`config.mk`:
```
export PLATFORM = sky130hd
export DESIGN_NAME = bo_retry_ctrl
export DESIGN_NICKNAME = d
export VERILOG_FILES = /design/src/rtl/bo_pkg.sv /design/src/rtl/bo_backoff_reg.sv /design/src/rtl/bo_spin_timer.sv /design/src/rtl/bo_pause_port.sv /design/src/rtl/bo_retry_ctrl.sv
export SDC_FILE = /design/constraint.sdc
export NUM_CORES = 1
export LEC_CHECK = 0
export BUFFER_PORTS_ARGS = -buffer_cell sky130_fd_sc_hd__buf_2
export CELL_PAD_IN_SITES_DETAIL_PLACEMENT = 0
export CELL_PAD_IN_SITES_GLOBAL_PLACEMENT = 1
export CORE_MARGIN = 5
export CORE_UTILIZATION = 48
export CTS_BUF_LIST = sky130_fd_sc_hd__clkbuf_2
export CTS_CLUSTER_SIZE = 20
export DETAILED_ROUTE_END_ITERATION = 8
export HOLD_SLACK_MARGIN = 0.08
export PLACE_DENSITY_LB_ADDON = 0.1
export SYNTH_ARGS = -nofsm -noshare
export SYNTH_HDL_FRONTEND = slang
export SYNTH_HIERARCHICAL = 1
export SYNTH_SLANG_ARGS = --single-unit
```
`constraint.sdc`:
```
create_clock -name clk -period 4.2 [get_ports clk]
set_input_delay 0.21 -clock clk [delete_from_list [all_inputs] [get_ports clk]]
set_output_delay 0.21 -clock clk [all_outputs]
set_load 0.01 [all_outputs]
```
`src/rtl/bo_pkg.sv`:
```
package bo_pkg;
  typedef enum logic [1:0] {
    PP_IDLE = 2'd0,
    PP_REQ  = 2'd1,
    PP_WAIT = 2'd2
  } pp_state_t;
endpackage

```
`src/rtl/bo_backoff_reg.sv`:
```
module bo_backoff_reg #(
  parameter int CAP  = 4096,
  parameter int BO_W = 14
) (
  input  logic            clk,
  input  logic            rst_n,
  input  logic            advance,
  input  logic            clear,
  output logic [BO_W-1:0] bo
);
  localparam logic [BO_W-1:0] CAP_V = BO_W'(CAP);
  localparam logic [BO_W-1:0] ONE_V = BO_W'(1);

  always_ff @(posedge clk) begin
    if (!rst_n)                       bo <= ONE_V;
    else if (clear)                   bo <= ONE_V;
    else if (advance && bo <= CAP_V)  bo <= bo << 1;
  end

  AST_BO_POW2: assert property (@(posedge clk) disable iff (!rst_n)
    $countones(bo) == 1);
  AST_BO_CAP: assert property (@(posedge clk) disable iff (!rst_n)
    bo <= (CAP_V << 1));
  AST_BO_DOUBLE: assert property (@(posedge clk) disable iff (!rst_n)
    (advance && !clear && bo <= CAP_V) |=> bo == ($past(bo) << 1));
  AST_BO_HOLD: assert property (@(posedge clk) disable iff (!rst_n)
    (advance && !clear && bo > CAP_V) |=> $stable(bo));
  AST_BO_CLEAR: assert property (@(posedge clk) disable iff (!rst_n)
    clear |=> bo == ONE_V);
endmodule

```
`src/rtl/bo_spin_timer.sv`:
```
module bo_spin_timer #(
  parameter int BO_W  = 14,
  parameter int OPS   = 3,
  parameter int SLOT  = 43
) (
  input  logic            clk,
  input  logic            rst_n,
  input  logic            start,
  input  logic [BO_W-1:0] count,
  output logic            busy
);
  localparam int OP_W = $clog2(OPS + 1);
  localparam int SL_W = $clog2(SLOT + 1);
  localparam logic [OP_W-1:0] OP_RLD = OP_W'(OPS - 1);
  localparam logic [SL_W-1:0] SL_RLD = SL_W'(SLOT - 1);

  logic [BO_W-1:0] iter_q;
  logic [OP_W-1:0] op_q;
  logic [SL_W-1:0] slot_q;

  always_ff @(posedge clk) begin
    if (!rst_n) begin
      busy   <= 1'b0;
      iter_q <= '0;
      op_q   <= '0;
      slot_q <= '0;
    end else if (start) begin
      busy   <= 1'b1;
      iter_q <= count;
      op_q   <= OP_RLD;
      slot_q <= SL_RLD;
    end else if (busy) begin
      if (slot_q != '0) begin
        slot_q <= slot_q - 1'b1;
      end else if (op_q != '0) begin
        op_q   <= op_q - 1'b1;
        slot_q <= SL_RLD;
      end else if (iter_q != '0) begin
        iter_q <= iter_q - 1'b1;
        op_q   <= OP_RLD;
        slot_q <= SL_RLD;
      end else begin
        busy <= 1'b0;
      end
    end
  end

  AST_SPIN_START: assert property (@(posedge clk) disable iff (!rst_n)
    start |=> busy);
  AST_SPIN_HOLD: assert property (@(posedge clk) disable iff (!rst_n)
    (busy && !start && iter_q != '0) |=> busy);
endmodule

```
`src/rtl/bo_pause_port.sv`:
```
module bo_pause_port
  import bo_pkg::*;
#(
  parameter int BO_W  = 14,
  parameter int SHIFT = 7,
  parameter int PV_W  = 32
) (
  input  logic            clk,
  input  logic            rst_n,
  input  logic            start,
  input  logic [BO_W-1:0] count,
  input  logic            done,
  output logic            wr,
  output logic [PV_W-1:0] val,
  output logic            busy
);
  pp_state_t st_q;

  always_ff @(posedge clk) begin
    if (!rst_n) begin
      st_q <= PP_IDLE;
      val  <= '0;
    end else begin
      unique case (st_q)
        PP_IDLE: if (start) begin
          st_q <= PP_REQ;
          val  <= PV_W'(count) << SHIFT;
        end
        PP_REQ:  st_q <= PP_WAIT;
        PP_WAIT: if (done) st_q <= PP_IDLE;
        default: st_q <= PP_IDLE;
      endcase
    end
  end

  assign wr   = (st_q == PP_REQ);
  assign busy = (st_q != PP_IDLE);

  AST_WR_AFTER_START: assert property (@(posedge clk) disable iff (!rst_n)
    start |=> wr);
  AST_WR_SINGLE: assert property (@(posedge clk) disable iff (!rst_n)
    wr |=> !wr && busy);
  AST_DONE_RELEASE: assert property (@(posedge clk) disable iff (!rst_n)
    (busy && !wr && done) |=> !busy);
endmodule

```
`src/rtl/bo_retry_ctrl.sv`:
```
module bo_retry_ctrl #(
  parameter int CAP       = 4096,
  parameter int OPS       = 3,
  parameter int SLOT      = 43,
  parameter int SHIFT     = 7,
  parameter int PV_W      = 32
) (
  input  logic            clk,
  input  logic            rst_n,
  input  logic            fail_pulse,
  input  logic            success_pulse,
  input  logic            mode_pause,
  input  logic            pause_done,
  output logic            busy,
  output logic            pause_wr,
  output logic [PV_W-1:0] pause_val
);
  localparam int BO_W = $clog2(CAP) + 2;

  logic [BO_W-1:0] bo;
  logic accept, spin_busy, pause_busy;

  assign accept = fail_pulse && !busy;
  assign busy   = spin_busy || pause_busy;

  bo_backoff_reg #(.CAP(CAP), .BO_W(BO_W)) u_reg (
    .clk(clk), .rst_n(rst_n), .advance(accept), .clear(success_pulse), .bo(bo)
  );

  bo_spin_timer #(.BO_W(BO_W), .OPS(OPS), .SLOT(SLOT)) u_spin (
    .clk(clk), .rst_n(rst_n), .start(accept && !mode_pause),
    .count(bo), .busy(spin_busy)
  );

  bo_pause_port #(.BO_W(BO_W), .SHIFT(SHIFT), .PV_W(PV_W)) u_pause (
    .clk(clk), .rst_n(rst_n), .start(accept && mode_pause), .count(bo),
    .done(pause_done), .wr(pause_wr), .val(pause_val), .busy(pause_busy)
  );

  AST_LOOP_NO_WR: assert property (@(posedge clk) disable iff (!rst_n)
    spin_busy |-> !pause_wr);
  AST_ONE_WAIT: assert property (@(posedge clk) disable iff (!rst_n)
    !(spin_busy && pause_busy));
  AST_BUSY_FAIL_IGN: assert property (@(posedge clk) disable iff (!rst_n)
    (busy && fail_pulse && !success_pulse) |=> $stable(bo));
endmodule

```
Yosys cells after proc, flatten, opt, wreduce, memory -nomap -nowiden
Index checks and enable logic that the tools add are counted.

Add/sub/neg operators: 3. Order comparisons: 1. Equal/unequal tests: 6. Multiplexer cells: 23. Bitwise operators: 2. Reductions and logical operators: 27.

Operators with widths (count): $mux W14 (5); $mux W6 (5); $le A14 B13 Y1 const B (1); $mux W2 (7); $reduce_bool A14 Y1 (1); $sub A14 B1 Y14 const B (1); $reduce_bool A2 Y1 (5); $reduce_and A2 Y1 (4); $ne A2 B1 Y1 const B (3); $pmux W2 S3 (1); $reduce_and A3 Y1 (2); $reduce_bool A3 Y1 (2); $reduce_bool A6 Y1 (1); $sub A6 B1 Y6 const B (1); $mux W1 (5); $logic_and A1 B1 Y1 (4); $reduce_and A4 Y1 (1); $reduce_bool A4 Y1 (1); $reduce_or A2 Y1 (2); $eq A2 B1 Y1 const B (1); $eq A2 B2 Y1 const B (1); $logic_not A1 Y1 (2); $logic_not A2 Y1 (1); $ne A2 B2 Y1 const B (1); 3 further kinds (4).

Register bits after elaboration: 53. Bits of input ports: 6. Word-level logic and storage cells: 71.

Depth between registers and ports, before layout
Gate-level depths: netlist of run 1.

Depth after elaboration: 7. Depth in mapped cells: 8. Gate-level depth less buffers: 6.

Cells and area by module
Netlist of run 1, hierarchy kept.

Modules (own cells, without submodules): bo_spin_timer (instances 1, cells an instance 183, area an instance 1531.5 µm²); bo_pause_port (instances 1, cells an instance 88, area an instance 794.5 µm²); bo_backoff_reg (instances 1, cells an instance 74, area an instance 623.1 µm²); bo_retry_ctrl (instances 1, cells an instance 4, area an instance 41.3 µm²).

Least setup slack after synthesis of run 1
No wires, ideal clock.

Path kind: flip-flop to flip-flop. From: register u_spin.iter_q[0]. To: register u_spin.iter_q[6]. Library setup time: 0.116 ns. Data arrival time: 1.756 ns. Slack: 2.329 ns. Stages on the path, launching flop included: 8. Path buffers: 1. Period minus slack after synthesis: 1.871 ns. Cells stage by stage: dfxtp_1 > inv_1 > ha_1 > nor4b_2 > and4_1 > buf_6 > or4_1 > a31o_1.

Longest elaborated chain between the ends: 6.

Ends and longest elaborated chain: start, declared (RTL line bo_spin_timer.sv:17) `logic [BO_W-1:0] iter_q;`; start signal, assigned (RTL line bo_spin_timer.sv:29) `iter_q <= count;`; start signal, assigned (RTL line bo_spin_timer.sv:39) `iter_q <= iter_q - 1'b1;`; $sub A14 B1 Y14 (RTL line bo_spin_timer.sv:39); $mux W14 (RTL line bo_spin_timer.sv:38) `end else if (iter_q != '0) begin`; $mux W14 (RTL line bo_spin_timer.sv:35) `end else if (op_q != '0) begin`; $mux W14 (RTL line bo_spin_timer.sv:33) `if (slot_q != '0) begin`; $mux W14 (RTL line bo_spin_timer.sv:32) `end else if (busy) begin`; $mux W14 (RTL line bo_spin_timer.sv:27) `end else if (start) begin`.

Parallel ways exist; a longest one is shown, timed or not. The select of a mux whose other input is x is not followed. A chain may end at the register's enable or synchronous reset.

Worst setup path after layout of run 1
From: register u_pause.st_q[1]. To: register u_spin.iter_q[6].

Longest elaborated chain between the ends: 7.

Ends and longest elaborated chain: start, declared (RTL line bo_pause_port.sv:17) `pp_state_t st_q;`; start signal, assigned (RTL line bo_pause_port.sv:21) `st_q <= PP_IDLE;`; start signal, assigned (RTL line bo_pause_port.sv:26) `st_q <= PP_REQ;`; start signal, assigned (RTL line bo_pause_port.sv:29) `PP_REQ: st_q <= PP_WAIT;`; $reduce_bool A2 Y1 (*) (RTL line bo_pause_port.sv:37) `assign busy = (st_q != PP_IDLE);`; via pause_busy (RTL line bo_retry_ctrl.sv:21) `logic accept, spin_busy, pause_busy;`; $logic_or A1 B1 Y1 (*) (RTL line bo_retry_ctrl.sv:24) `assign busy = spin_busy || pause_busy;`; $logic_not A1 Y1 (*) (RTL line bo_retry_ctrl.sv:23) `assign accept = fail_pulse && !busy;`; $logic_and A1 B1 Y1 (*) (RTL line bo_retry_ctrl.sv:23); $logic_and A1 B1 Y1 (*) (RTL line bo_retry_ctrl.sv:31) `.clk(clk), .rst_n(rst_n), .start(accept && !mode_pause),`; $ne A2 B1 Y1 (no line) or $reduce_bool A2 Y1 (tied branches); $reduce_and A4 Y1 (no line).

Mark *: on every way through the listed nets, which the timed path passes. The rest lies on a longest branch.

==> impl_metrics.tcl, run 1 <==
set metrics [dict create \
    status "complete, no violations" \
    antenna_found_initial 0 \
    path_max_fanout 24 \
    min_to "u_spin/iter_q[5]" \
    r2r_setup_slack_ps 1970 \
    htree_levels 2 \
    worstSetupPathType "register to register" \
    ys_seq_area_share_pct 35.5 \
    finalSetupTns_ps 0 \
    clock.fmax_mhz 449 \
    path_clk_slew_ps 280 \
    cts.path.max_buffers 2 \
    netlist_area_um2 2990 \
    drive_above_1_share_pct 14.3 \
    n_fill_cell 600 \
    min_period_over_period_pct 53.0 \
    dr_total_vias 2542 \
    drc_errors 0 \
    fp.coreArea_um2 5990 \
    r2r-end "u_spin/iter_q[6]" \
    min_path_cells 5 \
    maxCapViolCount 0 \
    finalSetupViolations 0 \
    pin_count 40 \
    gp_congestion 0.798 \
    initialDrtViolationCount 157 \
    p_total_mw 1.07 \
    antenna_cells 0 \
    p_per_area_nw_per_um2 347 \
    hold_viol 0 \
    rsz0062_at_grt "false" \
    detail_route.wl_per_cell_um 15.9 \
    crit_arrival_ps 2620 \
    ys_types 56 \
    end_kind "register" \
    clkLatencyLatePin_ps 450 \
    cts_buffers 5 \
    die_x_um 88.9 \
    gr-usage-all-layers_pct 18.3 \
    viasPerCell 5.79 \
    synthCells 349 \
    num_rows 28 \
    crit_path_start_kind "register" \
    dp_hpwl_mm 4.87 \
    cts_resized 0 \
    final_cell_mix "53 x dfxtp_1, 42 x nand2_1, 23 x nand3_1" \
    synth-async-reset-ratio_pct 0 \
    max_stage_delay_ps 390 \
    grt_start_max_net_pins 52 \
    grt_pass1_vias 2308 \
    area_delta_synth_final_pct 2.93 \
    ant_nets 0 \
    initial_core_util_pct 49.9 \
    cts_tree "built" \
    io_buffers 21 \
    hp-class "input pin to register" \
    vdd_drop_max_mv 0.132 \
    avgSynthCellArea_um2 8.57 \
    crit_chain "or2_2 > nor4b_2 > buf_4 > inv_1 > nand2_1 > o31ai_1 > a31o_1" \
    synth_edf_count 0 \
    fin_skew_ps 23.0 \
    relSlewSlack_pct 50.8 \
    mostFrequentLayoutCell "dfxtp_1" \
    drt-pass1-iter-count 4 \
    worst_r2r_path_depth 7 \
    die_y_um 88.9 \
    min-delay-start "mode_pause" \
    clock_sinks 53 \
    root_buffer "clkbuf_2" \
    worst_pin_slew_ps 738 \
    grt_overflow 0 \
    period_needed_ps 2230 \
    grt_pass1_wl_mm 11.5 \
    yosys_most_used_dff "dfxtp_1" \
    crit_required_ps 4590 \
    rr_startpoint "u_pause/st_q[1]" \
    slowest_stage "dfxtp_1" \
    p_leak_nw 1.15 \
    yosysWarningCount 6 \
    ys_ff_latch 53 \
    layout.nets 373 \
    crit_start "u_pause/st_q[1]" \
    drv_slew 0 \
    routed_wl_mm 6.98 \
    die_area_um2 7910 \
]
-- flip-flops by register name (all words and copies together), names as in the netlist --
signal and cells:
u_spin/op_q 2, u_reg/bo 14, u_pause/val 14, u_spin/iter_q 14, u_spin/slot_q 6, u_spin/busy 1
u_pause/st_q 2
-- cell usage after synthesis (all sizes together) (2+ instances only) --
| cell | number | area share (%) |
|---|---|---|
| a211oi | 4 | 1.0 |
| a21oi | 10 | 1.7 |
| a311oi | 2 | 1.0 |
| a31oi | 10 | 2.1 |
| and2 | 3 | 0.63 |
| and4bb | 3 | 1.3 |
| buf | 27 | 7.9 |
| clkbuf | 11 | 1.4 |
| dfxtp | 53 | 35 |
| ha | 4 | 1.7 |
| inv | 11 | 1.5 |
| mux2i | 17 | 5.7 |
| nand2 | 42 | 5.3 |
| nand2b | 3 | 0.63 |
| nand3 | 23 | 3.8 |
| nand3b | 3 | 0.75 |
| nand4 | 13 | 2.9 |
| nor2 | 18 | 2.3 |
| nor2b | 3 | 0.63 |
| nor3 | 7 | 1.9 |
| nor3b | 5 | 1.4 |
| nor4 | 7 | 2.0 |
| nor4b | 4 | 1.6 |
| o21a | 3 | 0.75 |
| o21ai | 16 | 2.7 |
| o22ai | 4 | 0.84 |
| o311a | 2 | 0.67 |
| o311ai | 2 | 0.59 |
| o31a | 2 | 0.59 |
| o31ai | 7 | 1.8 |
| or2 | 7 | 1.5 |
| or3 | 7 | 1.5 |
| or4 | 5 | 1.3 |
| or4b | 2 | 0.67 |
-- how the worst max path moves through the flow --
stage	end	slack, ps	cells after the start
after global routing	u_spin/iter_q[6]	1780	6
after global placement	u_spin/iter_q[6]	2050	7
after CTS	u_spin/iter_q[6]	1980	7
final	u_spin/iter_q[6]	1970	7
after detailed placement	u_spin/iter_q[6]	1990	7
after floorplan	u_spin/iter_q[6]	2330	7
-- cell type report --
cell class	count	area (um2)	area share, %
multi-input cells	264	1670	54.2
clock buffers	5	25.0	0.813
clock inverters	3	21.3	0.691
flip-flops and latches	53	1060	34.5
well taps	75	93.8	3.05
repair buffers	28	163	5.28
inverters	11	46.3	1.50
-- critical path: cells and delay by family (launching register included) --
| kind | cells | cell delay, ps |
|---|---|---|
| simple gates | 3 | 900 |
| compound gates | 2 | 290 |
| flops | 1 | 390 |
| buf+inv | 2 | 610 |
-- layer usage --
metal / wire (um) / up-vias / global-route usage (%)
met4: 59 / 0 / 4.60
met1: 3410 / 1195 / 25.0
met3: 280 / 8 / 3.13
li1: - / 1279 / -
met5: 0 / - / 0
met2: 3230 / 60 / 30.2
-- through the flow --
| stage | utilization [%] | setup WS [ps] | cell area, um2 | hold slack, ps | instances |
|---|---|---|---|---|---|
| after floorplan | - | 2330 | 3050 | 408 | 366 |
| after global placement | 50.1 | 2050 | 3000 | 447 | 428 |
| after detailed placement | 50.1 | 1990 | 3000 | 443 | 428 |
| after CTS | 51.1 | 1980 | 3060 | 96.9 | 437 |
| after global routing | 51.4 | 1780 | 3080 | 217 | 439 |
| final | 51.4 | 1970 | 3080 | 262 | 439 |
-- report_power, final --
| group | total (mW) | internal [mW] | switching, mW |
|---|---|---|---|
| clock network | 0.217 | 0.0423 | 0.175 |
| logic | 0.285 | 0.109 | 0.176 |
| registers | 0.566 | 0.530 | 0.0361 |
| total | 1.07 | 0.681 | 0.387 |
-- logic make-up after synthesis --
logic type / synth area share, %
and+or+nand+nor: 30.5
AOI/OAI and AO/OA: 15.6
DFF: 35.5
muxes: 5.69
other: 0.125
adders and majority gates: 1.67
buffers and inverters: 10.9
-- timing repair --
action	in CTS	in global routing
endpoints found under the setup margin	0	0
buffers inserted	0	0
hold buffers	1	1
hold endpoints to repair	1	6
No activity file was read; power rests on OpenSTA's default activity.
==> run 2: changes to the inputs <==
CORE_UTILIZATION = 41   (was 48)
clock period = 1.9 ns   (was 4.2 ns; I/O delays follow)
==> run 2 against run 1 <==
Clock-buffer cell count did not move. Sequential power rose by 120%. Utilization fell by 2.6 points. Non-clock buffer count rose by 35. Hold slack got worse by 110 ps. Routed wire length rose by 11%. Sequential share of layout area fell by 4.0 points. Setup slack got worse by 1900 ps. Maximum frequency rose by 21%. Critical path depth did not move. Register-to-register slack got worse by 1900 ps. Highest routed layer unchanged.
==> impl_metrics.tcl, run 2 (same netlist as run 1, synthesis figures left out) <==
set metrics [dict create \
    status "complete, no violations" \
    area_delta_synth_final_pct 17.1 \
    p_total_mw 2.82 \
    drv_slew 0 \
    worstSetupPathType "register to register" \
    routed_wl_mm 7.76 \
    io_buffers 21 \
    die_area_um2 9100 \
    cts_buffers 5 \
    worst_r2r_path_depth 7 \
    detail_route.wl_per_cell_um 15.6 \
    min_period_over_period_pct 97.1 \
    gr-usage-all-layers_pct 17.7 \
    ant_nets 0 \
    drive_above_1_share_pct 25.1 \
    clock_sinks 53 \
    r2r_setup_slack_ps 60 \
    crit_required_ps 2290 \
    finalSetupTns_ps 0 \
    period_needed_ps 1840 \
    dr_total_vias 2673 \
    clock.fmax_mhz 542 \
    cts.path.max_buffers 2 \
    power_frac_comb_pct 30.1 \
    p_int_mw 1.92 \
    fin_skew_ps 14.0 \
    cts_tree "built" \
    p_clk_share_pct 25.8 \
    mostFrequentLayoutCell "dfxtp_1" \
    p_per_area_nw_per_um2 807 \
    layout.nets 408 \
    die_y_um 95.4 \
    root_buffer "clkbuf_2" \
    viasPerCell 5.37 \
    power_frac_seq_pct 44.1 \
    final_cell_mix "49 x dfxtp_1, 42 x nand2_1, 35 x buf_4" \
    path_clk_slew_ps 270 \
    fp.coreArea_um2 7180 \
    antenna_found_initial 0 \
    end_kind "register" \
    rr_startpoint "u_spin/iter_q[0]" \
    finalSetupViolations 0 \
    rsz0062_at_grt "true" \
    die_x_um 95.4 \
    crit_path_start_kind "register" \
    min_to "u_spin/slot_q[1]" \
    p_sw_share_pct 31.9 \
    grt_pass1_vias 2376 \
    clkLatencyLatePin_ps 440 \
    initialDrtViolationCount 123 \
    grt_overflow 0 \
    p_sw_mw 0.900 \
    drc_errors 0 \
    min_path_cells 4 \
    grt_start_max_net_pins 28 \
    hold_viol 0 \
    hp-class "input pin to register" \
    num_rows 31 \
    crit_arrival_ps 2230 \
    gp_congestion 0.885 \
    vdd_drop_max_mv 0.354 \
    dp_hpwl_mm 5.56 \
    drt-pass1-iter-count 5 \
    min-delay-start "mode_pause" \
    initial_core_util_pct 41.7 \
    r2r-end "u_spin/iter_q[4]" \
    p_leak_nw 1.37 \
    antenna_cells 0 \
    n_fill_cell 715 \
    grt_pass1_wl_mm 12.6 \
    top_regs "u_pause/val (14), u_reg/bo (14), u_spin/iter_q (14)" \
    htree_levels 2 \
    path_max_fanout 16 \
    pin_count 40 \
    maxCapViolCount 0 \
]
[run 2: worst max path at each step]
| stage | start | to | slack (ps) |
|---|---|---|---|
| 2_1_floorplan | u_spin/iter_q[0] | u_spin/iter_q[6] | 30 |
| 3_3_place_gp | u_spin/iter_q[0] | u_spin/iter_q[4] | -30 |
| 3_5_place_dp | u_spin/iter_q[0] | u_spin/iter_q[0] | -50 |
| 4_1_cts | u_spin/slot_q[0] | u_spin/iter_q[0] | 20 |
| 5_1_grt | u_spin/slot_q[0] | u_spin/iter_q[10] | -40 |
| 6_report | u_spin/iter_q[0] | u_spin/iter_q[4] | 60 |
[run 2: critical path, stage by stage (launching register included)]
cell and delay (ps):
dfxtp_2 390, inv_1 40, ha_2 210, nor4b_4 140
and4_4 220, buf_12 150, or4_1 470, a31oi_1 170
[run 2: power by group through the flow]
stage / Sequential, mW / Combinational (mW) / Clock, mW
final: 1.25 / 0.851 / 0.728
after floorplan: 1.25 / 0.587 / 0
after global routing: 1.26 / 0.932 / 0.797
after CTS: 1.24 / 0.803 / 0.746
after global placement: 1.26 / 0.787 / 0
after detailed placement: 1.26 / 0.782 / 0
[run 2: repair_timing]
| item | 4_1_cts | 5_1_grt |
|---|---|---|
| hold endpoints to repair | 12 | 0 |
| buffers inserted | 0 | 6 |
| hold buffers | 3 | 0 |
| endpoints found under the setup margin | 6 | 16 |
| pin swaps | 0 | 4 |
| resized for setup | 6 | 12 |
[run 2: final cells by class]
| class | instances | area (um2) | area share [%] |
|---|---|---|---|
| clock buffer | 5 | 25.0 | 0.715 |
| clock inverter | 3 | 65.1 | 1.86 |
| inverter | 11 | 46.3 | 1.32 |
| multi-input combinational | 264 | 1710 | 48.7 |
| sequential | 53 | 1070 | 30.4 |
| tap | 99 | 124 | 3.54 |
| timing repair buffer | 63 | 469 | 13.4 |
[run 2: metal layers]
| layer | share of wire (%) | track usage [%] |
|---|---|---|
| met5 | 0 | 0 |
| met2 | 48 | 29.6 |
| met3 | 3.7 | 3.08 |
| met1 | 47 | 23.6 |
| met4 | 1.2 | 4.62 |
[run 2: per-stage QoR]
step	setup WS, ps	std cells	hold slack [ps]	cell area (um2)	utilization [%]
after global routing	-36.4	498	131	3500	48.8
after floorplan	28.5	366	293	3050	-
final	55.1	498	152	3500	48.8
after CTS	15.8	492	151	3410	47.5
after detailed placement	-49.5	481	416	3280	45.7
after global placement	-34.1	481	417	3280	45.7
==> run 3: changes to the inputs <==
CORE_UTILIZATION = 45   (was 41)
clock period = 1.7 ns   (was 1.9 ns; I/O delays follow)
==> run 3 against run 2 <==
The flow now finishes with violations (setup timing). Routed wire length rose by 8.2%. Hold slack got worse by 21 ps. Die area fell by 8.0%. Maximum frequency rose by 1.2%. Flip-flop and latch count did not move. Critical path depth rose by 1. Power rose by 16%. Clock-buffer cell count did not move. Sequential power rose by 10%.
==> impl_metrics.tcl, run 3 (same netlist as run 1, synthesis figures left out) <==
set metrics [dict create \
    status "complete, but fails checks" \
    violations "setup timing" \
    hold_ws_ps 131 \
    grt-busiest-layer "met2" \
    worstSetupPathType "register to register" \
    end_kind "register" \
    rsz0062_at_grt "true" \
    maxCapViolCount 0 \
    clock_sinks 53 \
    cts_buffers 5 \
    layout.nets 436 \
    place_inst 481 \
    drive_above_1_share_pct 37.8 \
    grt_pass1_vias 2694 \
    io_buffers 21 \
    grt_start_max_net_pins 25 \
    p_per_area_nw_per_um2 837 \
    grt_overflow 0 \
    power_frac_comb_pct 38.4 \
    p_sw_share_pct 34.4 \
    dp_hpwl_mm 5.82 \
    die_area_um2 8380 \
    fin_cells 503 \
    path_max_fanout 4 \
    use_met2_pct 32.3 \
    vdd_drop_max_mv 0.500 \
    period_needed_ps 1820 \
    htree_levels 2 \
    placement.cell_area_um2 3460 \
    min_path_cells 5 \
    root_buffer "clkbuf_2" \
    hold_viol 0 \
    crit_arrival_ps 2190 \
    gr-usage-all-layers_pct 19.1 \
    gp_congestion 0.850 \
    p_sw_mw 1.13 \
    drc_errors 0 \
    clkLatencyLatePin_ps 430 \
    hp-class "input pin to register" \
    finalSetupViolations 14 \
    path_clk_slew_ps 270 \
    fp.coreArea_um2 6420 \
    antenna_cells 0 \
    drv_slew 0 \
    die_y_um 91.5 \
    cts.path.max_buffers 2 \
    met3_usage_pct 2.98 \
    fin_area_um2 3930 \
    top_regs "u_pause/val (14), u_reg/bo (14), u_spin/iter_q (14)" \
    antenna_found_initial 0 \
    num_rows 29 \
    p_leak_nw 1.55 \
    p_clk_share_pct 19.7 \
    routed_wl_mm 8.39 \
    die_x_um 91.5 \
    crit_path_start_kind "register" \
    cts_tree "built" \
    clock.fmax_mhz 548 \
    power_frac_seq_pct 41.9 \
    viasPerCell 5.61 \
    min_period_over_period_pct 107 \
    mostFrequentLayoutCell "buf_4" \
    grt_pass1_wl_mm 13.2 \
    use_met1_pct 25.5 \
    drt-pass1-iter-count 4 \
    final_cell_mix "53 x buf_4, 44 x dfxtp_1, 40 x nand2_1" \
    fin_skew_ps 9.53 \
    timing.final.ws_setup_ps -124 \
    detail_route.wl_per_cell_um 16.7 \
    worst_r2r_path_depth 8 \
    crit_required_ps 2060 \
    ant_nets 0 \
    p_int_mw 2.16 \
    dr_total_vias 2822 \
    pin_count 40 \
    area_delta_synth_final_pct 31.3 \
    initialDrtViolationCount 157 \
    initial_core_util_pct 46.6 \
]
[run 3: changes by cell type in the layout (fill, tap and decap cells not counted), moves of 4 or more]
cell	before	now
a21oi_1	10	5
a21oi_2	0	4
buf_4	35	53
buf_6	1	10
dfxtp_1	49	44
dfxtp_2	4	9
[run 3: repair_timing]
action | in CTS | in global routing
buffers inserted | 6 | 4
pin swaps | 20 | 25
setup endpoints to repair | 20 | 29
gates cloned | 0 | 2
hold buffers | 3 | 0
hold endpoints to repair | 10 | 0
gates resized for setup | 28 | 37
[run 3: area by class of cell]
cell class	count	area [um2]
repair buffers	91	731
clock buffers	5	25.0
flip-flops and latches	53	1070
fillers	579	2500
well taps	77	96.3
inverters	11	46.3
multi-input cells	264	1920
clock inverters	2	35.0
[run 3: worst max-delay path: stages (launching register included)]
cell and delay (ps):
dfxtp_2 390, inv_2 70, ha_4 130, and4bb_2 280
buf_6 140, buf_6 110, nand3_2 90, or3_4 330
a311oi_2 220
[run 3: per-layer routing]
layer / vias to the layer above / share of wire [%]
li1: 1408 / -
met1: 1333 / 46
met2: 71 / 49
met3: 10 / 4.2
met4: 0 / 1.6
met5: - / 0
[run 3: final timing paths]
| path | from | end | slack [ps] |
|---|---|---|---|
| max reg2reg | u_spin/slot_q[1] | u_spin/iter_q[0] | -120 |
| min | mode_pause | u_spin/iter_q[2] | 130 |
| max | u_spin/slot_q[1] | u_spin/iter_q[0] | -120 |
| min reg2reg | u_pause/val[14] | u_pause/val[14] | 470 |
[run 3: power by group through the flow]
stage	Combinational [mW]	Clock (mW)	Sequential, mW
finish	1.26	0.648	1.38
floorplan	0.672	0	1.40
global route	1.36	0.718	1.39
detailed placement	0.992	0	1.39
CTS	1.11	0.665	1.38
global placement	0.986	0	1.39
[run 3: per-stage QoR]
| stage | power (mW) | setup TNS, ps | utilization [%] | worst slack, ps |
|---|---|---|---|---|
| final | 3.29 | -531 | 61.1 | -124 |
| after global routing | 3.46 | -2200 | 61.1 | -195 |
| after CTS | 3.15 | -640 | 57.6 | -98.8 |
| after detailed placement | 2.38 | -1460 | 53.9 | -152 |
| after global placement | 2.38 | -1010 | 53.9 | -113 |
| after floorplan | 2.07 | -49.6 | - | -45.9 |
